### config.mk
export PLATFORM = sky130hd
export DESIGN_NAME = rotor_dispatch
export DESIGN_NICKNAME = d
export VERILOG_FILES = /design/src/rtl/rotor_dispatch.sv
export SDC_FILE = /design/constraint.sdc
export NUM_CORES = 1
export LEC_CHECK = 0
export ABC_AREA = 1
export ABC_CLOCK_PERIOD_IN_PS = 9500
export BUFFER_PORTS_ARGS = -buffer_cell sky130_fd_sc_hd__buf_2
export CORE_UTILIZATION = 55
export CTS_CLUSTER_SIZE = 25
export DETAILED_ROUTE_END_ITERATION = 10
export GPL_TIMING_DRIVEN = 1
export PLACE_DENSITY = 0.75
export SYNTH_ARGS = -nofsm -noshare
export SYNTH_HDL_FRONTEND = slang
export SYNTH_SLANG_ARGS = --single-unit
### constraint.sdc
create_clock -name clk -period 9.5 [get_ports clk]
set_clock_uncertainty 0.1 [all_clocks]
set_input_delay 0.475 -clock clk [delete_from_list [all_inputs] [get_ports clk]]
set_output_delay 0.475 -clock clk [all_outputs]
set_load 0.1 [all_outputs]
### src/rtl/rotor_dispatch.sv
module rotor_dispatch #(
  parameter int N  = 4,
  parameter int VD = 4,
  parameter int OD = 8,
  parameter int DW = 8,
  localparam int IW = $clog2(N)
) (
  input  logic          clk,
  input  logic          rst_n,
  input  logic          in_valid,
  output logic          in_ready,
  input  logic [DW-1:0] in_data,
  input  logic [IW-1:0] in_root_a,
  input  logic [IW-1:0] in_root_b,
  output logic [N-1:0]  out_valid,
  input  logic [N-1:0]  out_ready,
  output logic [N*DW-1:0] out_data
);
  localparam int VW  = $clog2(VD);
  localparam int OW  = $clog2(OD);
  localparam int QN  = N * N;
  localparam int QW  = 2 * IW;
  localparam int MID = N / 2;

  logic [IW-1:0] cyc, slot;
  logic          last_cyc;

  logic [VW:0]   vcnt [QN];
  logic [VW-1:0] vrd  [QN];
  logic [VW-1:0] vwr  [QN];
  logic [DW-1:0] vmem [QN][VD];
  logic [QN-1:0] vpush, vpop;

  logic [OW:0]   ocnt [N];
  logic [OW-1:0] ord  [N];
  logic [OW-1:0] owr  [N];
  logic [DW-1:0] omem [N][OD];
  logic [N-1:0]  sent, mv, oin, opop;
  logic [DW-1:0] odin [N];
  logic [IW-1:0] dst  [N];
  logic [IW-1:0] src  [N];

  logic [QW-1:0] qa, qb, qsel;
  logic          pick_b, push;

  assign last_cyc = cyc == IW'(N - 1);

  assign qa     = {cyc, in_root_a};
  assign qb     = {cyc, in_root_b};
  assign pick_b = (vcnt[qb] < vcnt[qa]) || ((vcnt[qb] == vcnt[qa]) && (in_root_b < in_root_a));
  assign qsel   = pick_b ? qb : qa;
  assign in_ready = vcnt[qsel] != (VW+1)'(VD);
  assign push   = in_valid && in_ready;

  for (genvar i = 0; i < N; i++) begin : g_port
    logic [QW-1:0] qout, qin;
    assign dst[i]  = IW'(i) + slot;
    assign src[i]  = IW'(i) - slot;
    assign qout    = {IW'(i), dst[i]};
    assign qin     = {src[i], IW'(i)};
    assign mv[i]   = (cyc == IW'(MID)) && (vcnt[qout] != '0) && (ocnt[dst[i]] != (OW+1)'(OD));
    assign oin[i]  = mv[src[i]];
    assign odin[i] = vmem[qin][vrd[qin]];
    assign out_valid[i] = (ocnt[i] != '0) && !sent[i];
    assign out_data[i*DW +: DW] = omem[i][ord[i]];
    assign opop[i] = out_valid[i] && out_ready[i];
  end

  for (genvar q = 0; q < QN; q++) begin : g_voq
    assign vpush[q] = push && (qsel == QW'(q));
    assign vpop[q]  = mv[q / N] && (dst[q / N] == IW'(q % N));
  end

  always_ff @(posedge clk or negedge rst_n) begin
    if (!rst_n) begin
      cyc  <= '0;
      slot <= '0;
      sent <= '0;
      for (int q = 0; q < QN; q++) begin
        vcnt[q] <= '0;
        vrd[q]  <= '0;
        vwr[q]  <= '0;
      end
      for (int j = 0; j < N; j++) begin
        ocnt[j] <= '0;
        ord[j]  <= '0;
        owr[j]  <= '0;
      end
    end else begin
      cyc  <= last_cyc ? '0 : cyc + IW'(1);
      slot <= last_cyc ? slot + IW'(1) : slot;
      sent <= last_cyc ? '0 : (sent | opop);
      for (int q = 0; q < QN; q++) begin
        if (vpush[q]) vwr[q] <= (vwr[q] == VW'(VD - 1)) ? '0 : vwr[q] + VW'(1);
        if (vpop[q])  vrd[q] <= (vrd[q] == VW'(VD - 1)) ? '0 : vrd[q] + VW'(1);
        vcnt[q] <= vcnt[q] + (VW+1)'(vpush[q]) - (VW+1)'(vpop[q]);
      end
      for (int j = 0; j < N; j++) begin
        if (oin[j])  owr[j] <= (owr[j] == OW'(OD - 1)) ? '0 : owr[j] + OW'(1);
        if (opop[j]) ord[j] <= (ord[j] == OW'(OD - 1)) ? '0 : ord[j] + OW'(1);
        ocnt[j] <= ocnt[j] + (OW+1)'(oin[j]) - (OW+1)'(opop[j]);
      end
    end
  end

  always_ff @(posedge clk) begin
    for (int q = 0; q < QN; q++)
      if (vpush[q]) vmem[q][vwr[q]] <= in_data;
    for (int j = 0; j < N; j++)
      if (oin[j]) omem[j][owr[j]] <= odin[j];
  end
endmodule

Yosys cells after proc, flatten, opt, wreduce, memory -nomap -nowiden
Memory sizes are Yosys's and may differ from the RTL's.
Cells that the tools add are included.
{ "totals": {"reg_bits": 160, "ramBits": 768, "in_bits": 19, "out_inout_bits": 37, "wordCells": 689, "memories": 2} }
{ "mem_list": {"columns": ["memory", "depth", "word_bits", "read_ports", "rd_clocked_by_memory_dff", "wr", "line_no", "source"], "rows": [
  ["vmem", 16, 32, 4, 0, 1, "31", "logic [DW-1:0] vmem [QN][VD];"],
  ["omem", 4, 64, 4, 0, 4, "37", "logic [DW-1:0] omem [N][OD];"]
]} }
{ "classes": {"add_sub_neg": 88, "magnitude_cmp": 69, "n_eq_ne": 75, "muxes": 245, "n_bitwise": 44, "n_reduce_logical": 103} }
{ "op_table": {"columns": ["op", "count"], "rows": [
  ["2-to-1 mux 32 bit", 46],
  ["OR reduction 32 bit", 15],
  ["2-to-1 mux 8 bit", 36],
  ["demux 8 bit (select 2 bit)", 16],
  ["2-to-1 mux 64 bit", 4],
  ["binary-select mux 8 bit (select 3 bit)", 4],
  ["demux 8 bit (select 3 bit)", 4],
  ["2-to-1 mux 4 bit", 24],
  ["binary-select mux 3 bit (select 4 bit)", 7],
  ["== test 2 bit, second input constant", 42],
  ["2-to-1 mux 2 bit", 42],
  [">= comparator 3 bit, second input constant", 24],
  ["inverter 2 -> 3 bit", 24],
  ["logical AND 1 bit", 70],
  ["adder 2 x 1 -> 2 bit, second input constant", 34],
  ["2-to-1 mux 3 bit", 22],
  ["binary-select mux 8 bit (select 2 bit)", 4],
  [">= comparator 5 bit, second input constant", 11],
  ["adder 3 x 1 -> 3 bit", 16],
  ["less-than comparator 3 x 1 -> 1 bit, second input constant", 16],
  ["subtractor 3 x 1 -> 3 bit", 16],
  ["inverter 4 -> 5 bit", 9],
  ["binary-select mux 2 bit (select 4 bit)", 4],
  ["binary-select mux 4 bit (select 2 bit)", 4],
  ["other kinds (32)", 130]
]} }

Longest topological paths before layout
Gate-level depths: netlist of the first run.
{ "logic_depth": {"word_depth": 33, "depth_mapped": 33} }

Worst setup path after synthesis of the first run
No wires, ideal clock.
{ "synth_timing": {"kind": "input port to flip-flop", "from": "input port in_root_a[0]", "to": "register vcnt[14] (netlist bit)", "setup_time_ns": 0.129, "t_arrival_ns": 4.208, "setup_slack_ns": 5.064, "stages": 30, "n_path_buf": 3, "path_cell_list": "buf_4 > inv_1 > clkbuf_1 > a21oi_1 > o21ai_0 > nand3_1 > nand3_1 > nand2_1 > inv_1 > ha_1 > a21oi_1 > nand2_2 > nand2_8 > nand2_4 > nand2_4 > nand2_2 > o21ai_0 > inv_1 > nand3_1 > nand3_2 > nand2_4 > buf_12 > nand3_4 > ha_1 > inv_1 > ha_1 > inv_1 > fa_1 > xnor2_1 > xor2_1"} }
{ "synth_via": {"elab_chain_len": 17} }
{ "synth_rtl": {"columns": ["item", "line_no", "source"], "rows": [
  ["start, declared", "13", "input logic [IW-1:0] in_root_a,"],
  ["branches (longest 7 deep; another with less-than comparator 3 bit)", null, null],
  ["2-to-1 mux 2 bit *", "51", "assign qsel = pick_b ? qb : qa;"],
  ["inverter 4 -> 5 bit (implied by the code)", "52", "assign in_ready = vcnt[qsel] != (VW+1)'(VD);"],
  ["binary-select mux 3 bit (select 4 bit)", "52", null],
  ["2-to-1 mux 3 bit (implied by the code) (2 in series)", "52", null],
  ["inequality test 3 bit", "52", null],
  ["logical AND 1 bit", "53", "assign push = in_valid && in_ready;"],
  ["logical AND 1 bit *", "70", "assign vpush[q] = push && (qsel == QW'(q));"],
  ["adder 3 x 1 -> 3 bit *", "96", "vcnt[q] <= vcnt[q] + (VW+1)'(vpush[q]) - (VW+1)'(vpop[q]);"],
  ["subtractor 3 x 1 -> 3 bit *", "96", null],
  ["end signal, assigned by index", "96", null],
  ["end, declared", "28", "logic [VW:0] vcnt [QN];"]
]} }
Mark *: on every way between the ends. The select of a mux whose other input is x is not followed.
A chain may end at the register's enable or synchronous reset.

Final worst setup path of the first run
{ "layout_timing": {"from": "register cyc[0]", "to": "register vcnt[44] (netlist bit)"} }
{ "layout_via": {"elab_chain_len": 17} }
{ "layout_rtl": {"columns": ["item", "line_no", "source"], "rows": [
  ["start, declared", "25", "logic [IW-1:0] cyc, slot;"],
  ["start signal, assigned", "90", "cyc <= last_cyc ? '0 : cyc + IW'(1);"],
  ["branches (longest 16 deep; another with less-than comparator 3 bit)", null, null],
  ["subtractor 3 x 1 -> 3 bit *", "96", null]
]} }
Marks and branches as above.

==> results_dict.tcl, run 1 <==
set metrics [dict create \
    layout-drive-gt1-share_pct 7.376 \
    grt_max_degree 222 \
    core_area_um2 74570 \
    num_vias 27390 \
    syn-num-nets 3865 \
    clkPwrFrac_pct 28.4 \
    post_cts_buffers 0 \
    grt_pass1_wl_um 148700 \
    cts_max_path_buffers 3 \
    antenna_left 0 \
    hold_viol_final 0 \
    hpwl_um 58000 \
    synth-seq-cells 928 \
    grt_overflow_total 0 \
    crit_end "vcnt[44]" \
    clkLatencyLatePin_ps 670 \
    fmax_mhz 177.8 \
    fin_tns_setup_ps 0 \
    required_ps 9950 \
    utilization_pct 61.17 \
    min_from "out_ready[0]" \
    status "finished, final reports clean" \
    irDropWorstVdd_v 0.0002531 \
    cts_buffers 93 \
    io_buffers 55 \
    wire_per_inst_um 20.33 \
    cts_htree_levels 3 \
    rr_startpoint "cyc[0]" \
    fillers 5664 \
    dieArea_um2 76530 \
    critPathMaxFanout 49 \
    synth_top_area_share_pct 55.59 \
    drc 0 \
    comb_power_share_pct 31.0 \
    switching_share_pct 38.06 \
    synth_area_leaders "edfxtp_1 56%, dfrtp_1 9.7%, nor2_1 7.1%" \
    r2r_cells 24 \
    ys_types 39 \
    core.rowCount 100 \
    yosysWarnings 0 \
    post-route-period-util_pct 59.21 \
    relSlewSlack_pct 11.66 \
    switchingPower_mw 5.114 \
    dpl_cell_area_um2 42410 \
    grt_antenna_before_repair 1 \
    synthCells 3664 \
    power_mw 13.44 \
    grt_usage_pct 24.92 \
    multi_input_area_um2 12480 \
    fp.dieW_um 276.6 \
    synth_top_cell_by_area "edfxtp_1" \
    avgSynthCellArea_um2 11.32 \
    final_max_slew_viol_count 0 \
    drt_iter0_markers 2666 \
    drv_cap 0 \
    postRouteWirelength_um 95790 \
    rrSetupSlack_ps 3880 \
    final_area_um2 45610 \
    gp_congestion 0.9365 \
    startpoint "cyc[0]" \
    seq_area_frac_synth_pct 65.24 \
    setup_viol 0 \
    cp.arrival_ps 6080 \
    dp.cells 4535 \
    root_buffer "clkbuf_16" \
    regArea_um2 27070 \
    power.density_nw_per_um2 294.6 \
    rsz0062_at_grt "false" \
    clk_pin_slew_worst_paths_ps 60 \
    grt_pass1_vias 26440 \
    initial_utilization_pct 55.63 \
    diodes 0 \
    via_per_inst 5.813 \
    syn_to_final_growth_pct 9.950 \
    start_kind "flip-flop" \
    criticalPathCategory "reg -> reg" \
    min_path_type "in -> reg" \
    dr.pass1.iters 8 \
    die_y_um 276.6 \
    cts_sinks 928 \
    internal-power_mw 8.324 \
    synth_area_um2 41490 \
    end_kind "flip-flop" \
    io-pin-count 56 \
    power_leakage_nw 17.04 \
    rr_endpoint "vcnt[44]" \
    seqPwrFrac_pct 40.6 \
    finalNetCount 3863 \
    post-route-min-period_ps 5625 \
    worst_slew_pin_slew_ps 1321 \
    cts_tree "built" \
    instances_no_fill 4711 \
]
[final cells by class]
| cell class | instances | share of cell area, % |
|---|---|---|
| clock buffer | 114 | 5.321 |
| clock inverter | 61 | 1.690 |
| inverter | 298 | 2.480 |
| multi-input combinational | 2257 | 27.37 |
| sequential | 928 | 59.35 |
| tap | 969 | 2.658 |
| timing repair buffer | 84 | 1.133 |
[metrics by stage]
stage,hold WS (ps),setup WS [ps]
CTS,56.75,3964
global placement,382.8,3504
detailed placement,393.6,3388
finish,81.46,3875
floorplan,79.41,5064
global route,98.87,3473
[Yosys cell counts, drive strengths merged]
cell    instances
o21ai         533
inv           291
nand4          42
o22ai         160
a32oi           4
buf            44
nand3         124
clkbuf        137
xor2           12
or2             1
mux2            8
clkinv          7
edfxtp        768
o32ai          32
o21a           12
a31oi          36
dfrtp         160
o31ai           1
fa             20
xnor2          14
nand2         237
nor2          784
ha            162
a21oi          75
[layer usage]
metal  share of wire [%]  global-route usage [%]  up-vias
met2                  49                   41.83      950
met5                   0                       0        -
met3                 6.1                   3.079      162
li1                    -                       -    12880
met1                  42                   34.08    13400
met4                 2.6                   7.821        0
[critical path, stage by stage (launching register included)]
cell and delay [ps]:
dfrtp_1 360, buf_4 210, inv_1 480, nand3_1 140, nand3_1 90, nand2_1 80, ha_1 330, a21oi_1 160
nand2_2 170, nand2_8 140, nand2_1 50, nand2_1 390, nand3_1 150, nand2_1 100, nor2_1 40, nand3_1 80
nand3_2 90, nand2_4 570, nand3_1 450, ha_1 420, inv_1 60, ha_1 140, inv_1 50, fa_1 370
xor2_1 170
[cell families (layout without fill, tap and decap cells)]
logic type      Yosys count  after routing  share of synthesized area [%]
mux                       8              8                         0.2172
compound gates          853            853                          11.32
flops                   928            928                          65.24
xor+xnor                 26             26                         0.5489
fa+ha+maj               182            182                          5.851
buf+inv                 479            557                          4.672
simple gates           1188           1188                          12.15
[power by group through the flow]
stage	Combinational (mW)	Sequential (mW)	Clock, mW
2_1_floorplan	3.28	5.36	0
3_3_place_gp	4.02	5.51	0
3_5_place_dp	4.14	5.53	0
4_1_cts	4.17	5.45	3.85
5_1_grt	4.58	5.51	4.01
6_report	4.16	5.46	3.82
[sequential cells by signal, indices dropped and copies added, names as in the netlist]
register	count
cyc	2
ocnt	16
omem	256
ord	12
owr	12
sent	4
slot	2
vcnt	48
vmem	512
vrd	32
vwr	32
[worst min-delay path by stage]
stage | end | slack [ps] | depth (start not counted)
finish | ord[9] | 80 | 4
CTS | ord[9] | 60 | 4
detailed placement | ocnt[8] | 390 | 1
floorplan | cyc[0] | 80 | 0
global route | ord[9] | 100 | 4
global placement | sent[0] | 380 | 2
[repair_timing]
item / 4_1_cts / 5_1_grt
hold buffers: 1 / 0
resized for setup: 0 / 0
hold endpoints to repair: 98 / 0
[cell usage in the layout, fill, tap and decap left out, types with 8 or more instances in the layout]
cell / instances
a21oi_1: 75
a31oi_1: 36
buf_2: 54
buf_4: 27
bufinv_16: 15
clkbuf_1: 20
clkbuf_16: 94
clkinv_1: 26
clkinv_2: 13
dfrtp_1: 158
edfxtp_1: 768
fa_1: 20
ha_1: 161
inv_1: 284
mux2_2: 8
nand2_1: 223
nand2_4: 8
nand3_1: 104
nand3_4: 14
nand4_1: 42
nor2_1: 782
o21a_1: 12
o21ai_0: 533
o22ai_1: 160
o32ai_1: 32
xnor2_1: 14
xor2_1: 12
No activity file was read; power rests on OpenSTA's default activity.
==> run 2: changes to the inputs <==
- ABC_CLOCK_PERIOD_IN_PS: 9500 -> 5300
- clock period: 9.5 -> 5.3 ns (I/O delays scaled with it)
==> results_dict.tcl, run 2 (synthesized netlist as in run 1, its figures left out) <==
set metrics [dict create \
    clkLatencyLatePin_ps 670 \
    critical_path.top_delay_family "simple AND/OR/NAND/NOR gates" \
    finalNetCount 3977 \
    fillers 5560 \
    cts_sinks 928 \
    worst_slew_pin_slew_ps 1138 \
    met1Wirelength_um 39630 \
    setup_viol 0 \
    rsz0062_at_grt "false" \
    power.density_nw_per_um2 516.9 \
    dieArea_um2 76530 \
    grt_pass1_wl_um 151600 \
    hpwl_um 59850 \
    internal-power_mw 14.80 \
    critPathMaxFanout 23 \
    start_kind "flip-flop" \
    root_buffer "clkbuf_16" \
    switching_share_pct 38.27 \
    num_vias 27820 \
    grt_pass1_vias 27120 \
    die_y_um 276.6 \
    status "finished, final reports clean" \
    seqPwrFrac_pct 40.8 \
    crit_buf_inv 5 \
    ctsResizeCount 0 \
    fin_tns_setup_ps 0 \
    end_kind "flip-flop" \
    final_max_slew_viol_count 0 \
    drc 0 \
    cp.arrival_ps 5150 \
    syn_to_final_growth_pct 11.80 \
    dr.pass1.iters 6 \
    cp.depth 24 \
    holdWs_ps 95.93 \
    irDropWorstVdd_v 0.0004042 \
    cts_buffers 93 \
    grt_usage_pct 25.24 \
    fmax_mhz 211.1 \
    fp.dieW_um 276.6 \
    top_layer "met4" \
    switchingPower_mw 9.176 \
    grt_max_degree 184 \
    max_stage_delay_ps 500 \
    clkPwrFrac_pct 27.4 \
    grt_overflow_total 0 \
    cts_tree "built" \
    most-common-layout-cells "782 x nor2_1, 768 x edfxtp_1, 533 x o21ai_0, 284 x inv_1, 223 x nand2_1" \
    post-route-period-util_pct 89.39 \
    layout_commonest_cell "nor2_1" \
    comb_power_share_pct 31.9 \
    crit_chain "inv_1, nand3_1, nand3_1, nand2_1, ha_1, a21oi_1, nand2_2, nand2_8, nand2_1, nand2_1, nand3_1, nand2_1, nor2_1, nand3_1, nand3_2, nand2_4, buf_12, nand3_4, ha_1, inv_1, ha_1, inv_1, fa_1, inv_1" \
    initial_utilization_pct 55.63 \
    io_buffers 55 \
    largest_register_ffs 512 \
    core_area_um2 74570 \
    grt_antenna_before_repair 1 \
    clk_pin_slew_worst_paths_ps 60 \
    r2r_cells 24 \
    min_path_type "in -> async" \
    power_leakage_nw 17.59 \
    hold_viol_final 0 \
    met2WireLength_um 47740 \
    drv_cap 0 \
    cts_htree_levels 3 \
    required_ps 5710 \
    post-route-min-period_ps 4738 \
    criticalPathCategory "reg -> reg" \
    wire_per_inst_um 20.02 \
    core.rowCount 100 \
    wl_met3_um 5809 \
    antenna_left 0 \
    postRouteWirelength_um 96560 \
    gp_congestion 0.9224 \
    cp_slowest_cell "fa_1" \
    io-pin-count 56 \
    cts_max_path_buffers 3 \
    via_per_inst 5.766 \
    relSlewSlack_pct 23.89 \
    layout-drive-gt1-share_pct 10.07 \
    drt_iter0_markers 2817 \
]
-- run 2: cell types whose count changed in the layout (fill, tap and decap cells not counted), moves of 2 or more --
cell / change
clkbuf_1: +3
clkbuf_8: +6
buf_4: +109
clkinv_16: +2
clkinv_1: -7
dlygate4sd3_1: +4
clkinv_2: +6
bufinv_16: -7
-- run 2: per-layer routing --
metal | global-route usage (%) | vias up
li1 | - | 13110
met1 | 33.16 | 13490
met2 | 42.92 | 1020
met3 | 3.484 | 198
met4 | 9.416 | 0
met5 | 0 | -
-- run 2: final cells by class --
cell class / instances / area (µm²) / area share [%]
Clock buffer: 122 / 2496 / 5.382
Clock inverter: 51 / 588.1 / 1.268
Tap cell: 969 / 1212 / 2.614
Multi-Input combinational cell: 2257 / 12480 / 26.92
Antenna cell: 1 / 2.502 / 0.005395
Timing Repair Buffer: 198 / 1395 / 3.008
Sequential cell: 928 / 27070 / 58.37
Inverter: 298 / 1131 / 2.439
-- run 2: what timing repair did --
action                                 in CTS  in global routing
endpoints found under the hold margin      80                  0
hold buffers                                5                  0
setup buffers                               0                  0
-- run 2: worst paths after layout --
kind                                  from         end  slack, ps
worst max register to register      cyc[0]     vcnt[7]        560
worst min-delay path                 rst_n      owr[7]        100
max in group asynchronous            rst_n     slot[0]       3810
worst min register to register     sent[2]     sent[2]        400
min in group clk                in_data[0]  vmem[7][0]        150
worst max-delay path                cyc[0]     vcnt[7]        560
-- run 2: stage by stage --
step / area, µm² / utilization, % / power, mW / worst slack, ps / std cells
6_report: 46380 / 62.20 / 23.98 / 562.4 / 4824
5_1_grt: 46380 / 62.19 / 25.18 / 164.1 / 4823
4_1_cts: 46380 / 62.19 / 24.04 / 585.9 / 4823
3_5_place_dp: 43240 / 57.99 / 17.49 / 336.0 / 4645
3_3_place_gp: 43240 / 57.99 / 17.28 / 428.5 / 4645
2_1_floorplan: 41490 / - / 15.50 / 1032 / 3664
-- run 2: worst register-to-register path, delay by kind of cell, from the launching register on --
| kind | cells | cell delay, ps |
|---|---|---|
| DFF | 1 | 380 |
| adders and majority gates | 4 | 1290 |
| buffers and inverters | 5 | 820 |
| and+or+nand+nor | 14 | 1850 |
| AOI/OAI and AO/OA | 1 | 170 |
-- run 2: power groups by stage --
| stage | sequential [mW] | clock (mW) | combinational (mW) |
|---|---|---|---|
| after floorplan | 9.61 | 0 | 5.89 |
| after global placement | 9.88 | 0 | 7.40 |
| after detailed placement | 9.90 | 0 | 7.59 |
| after CTS | 9.77 | 6.63 | 7.65 |
| after global routing | 9.87 | 6.91 | 8.40 |
| final | 9.78 | 6.56 | 7.64 |
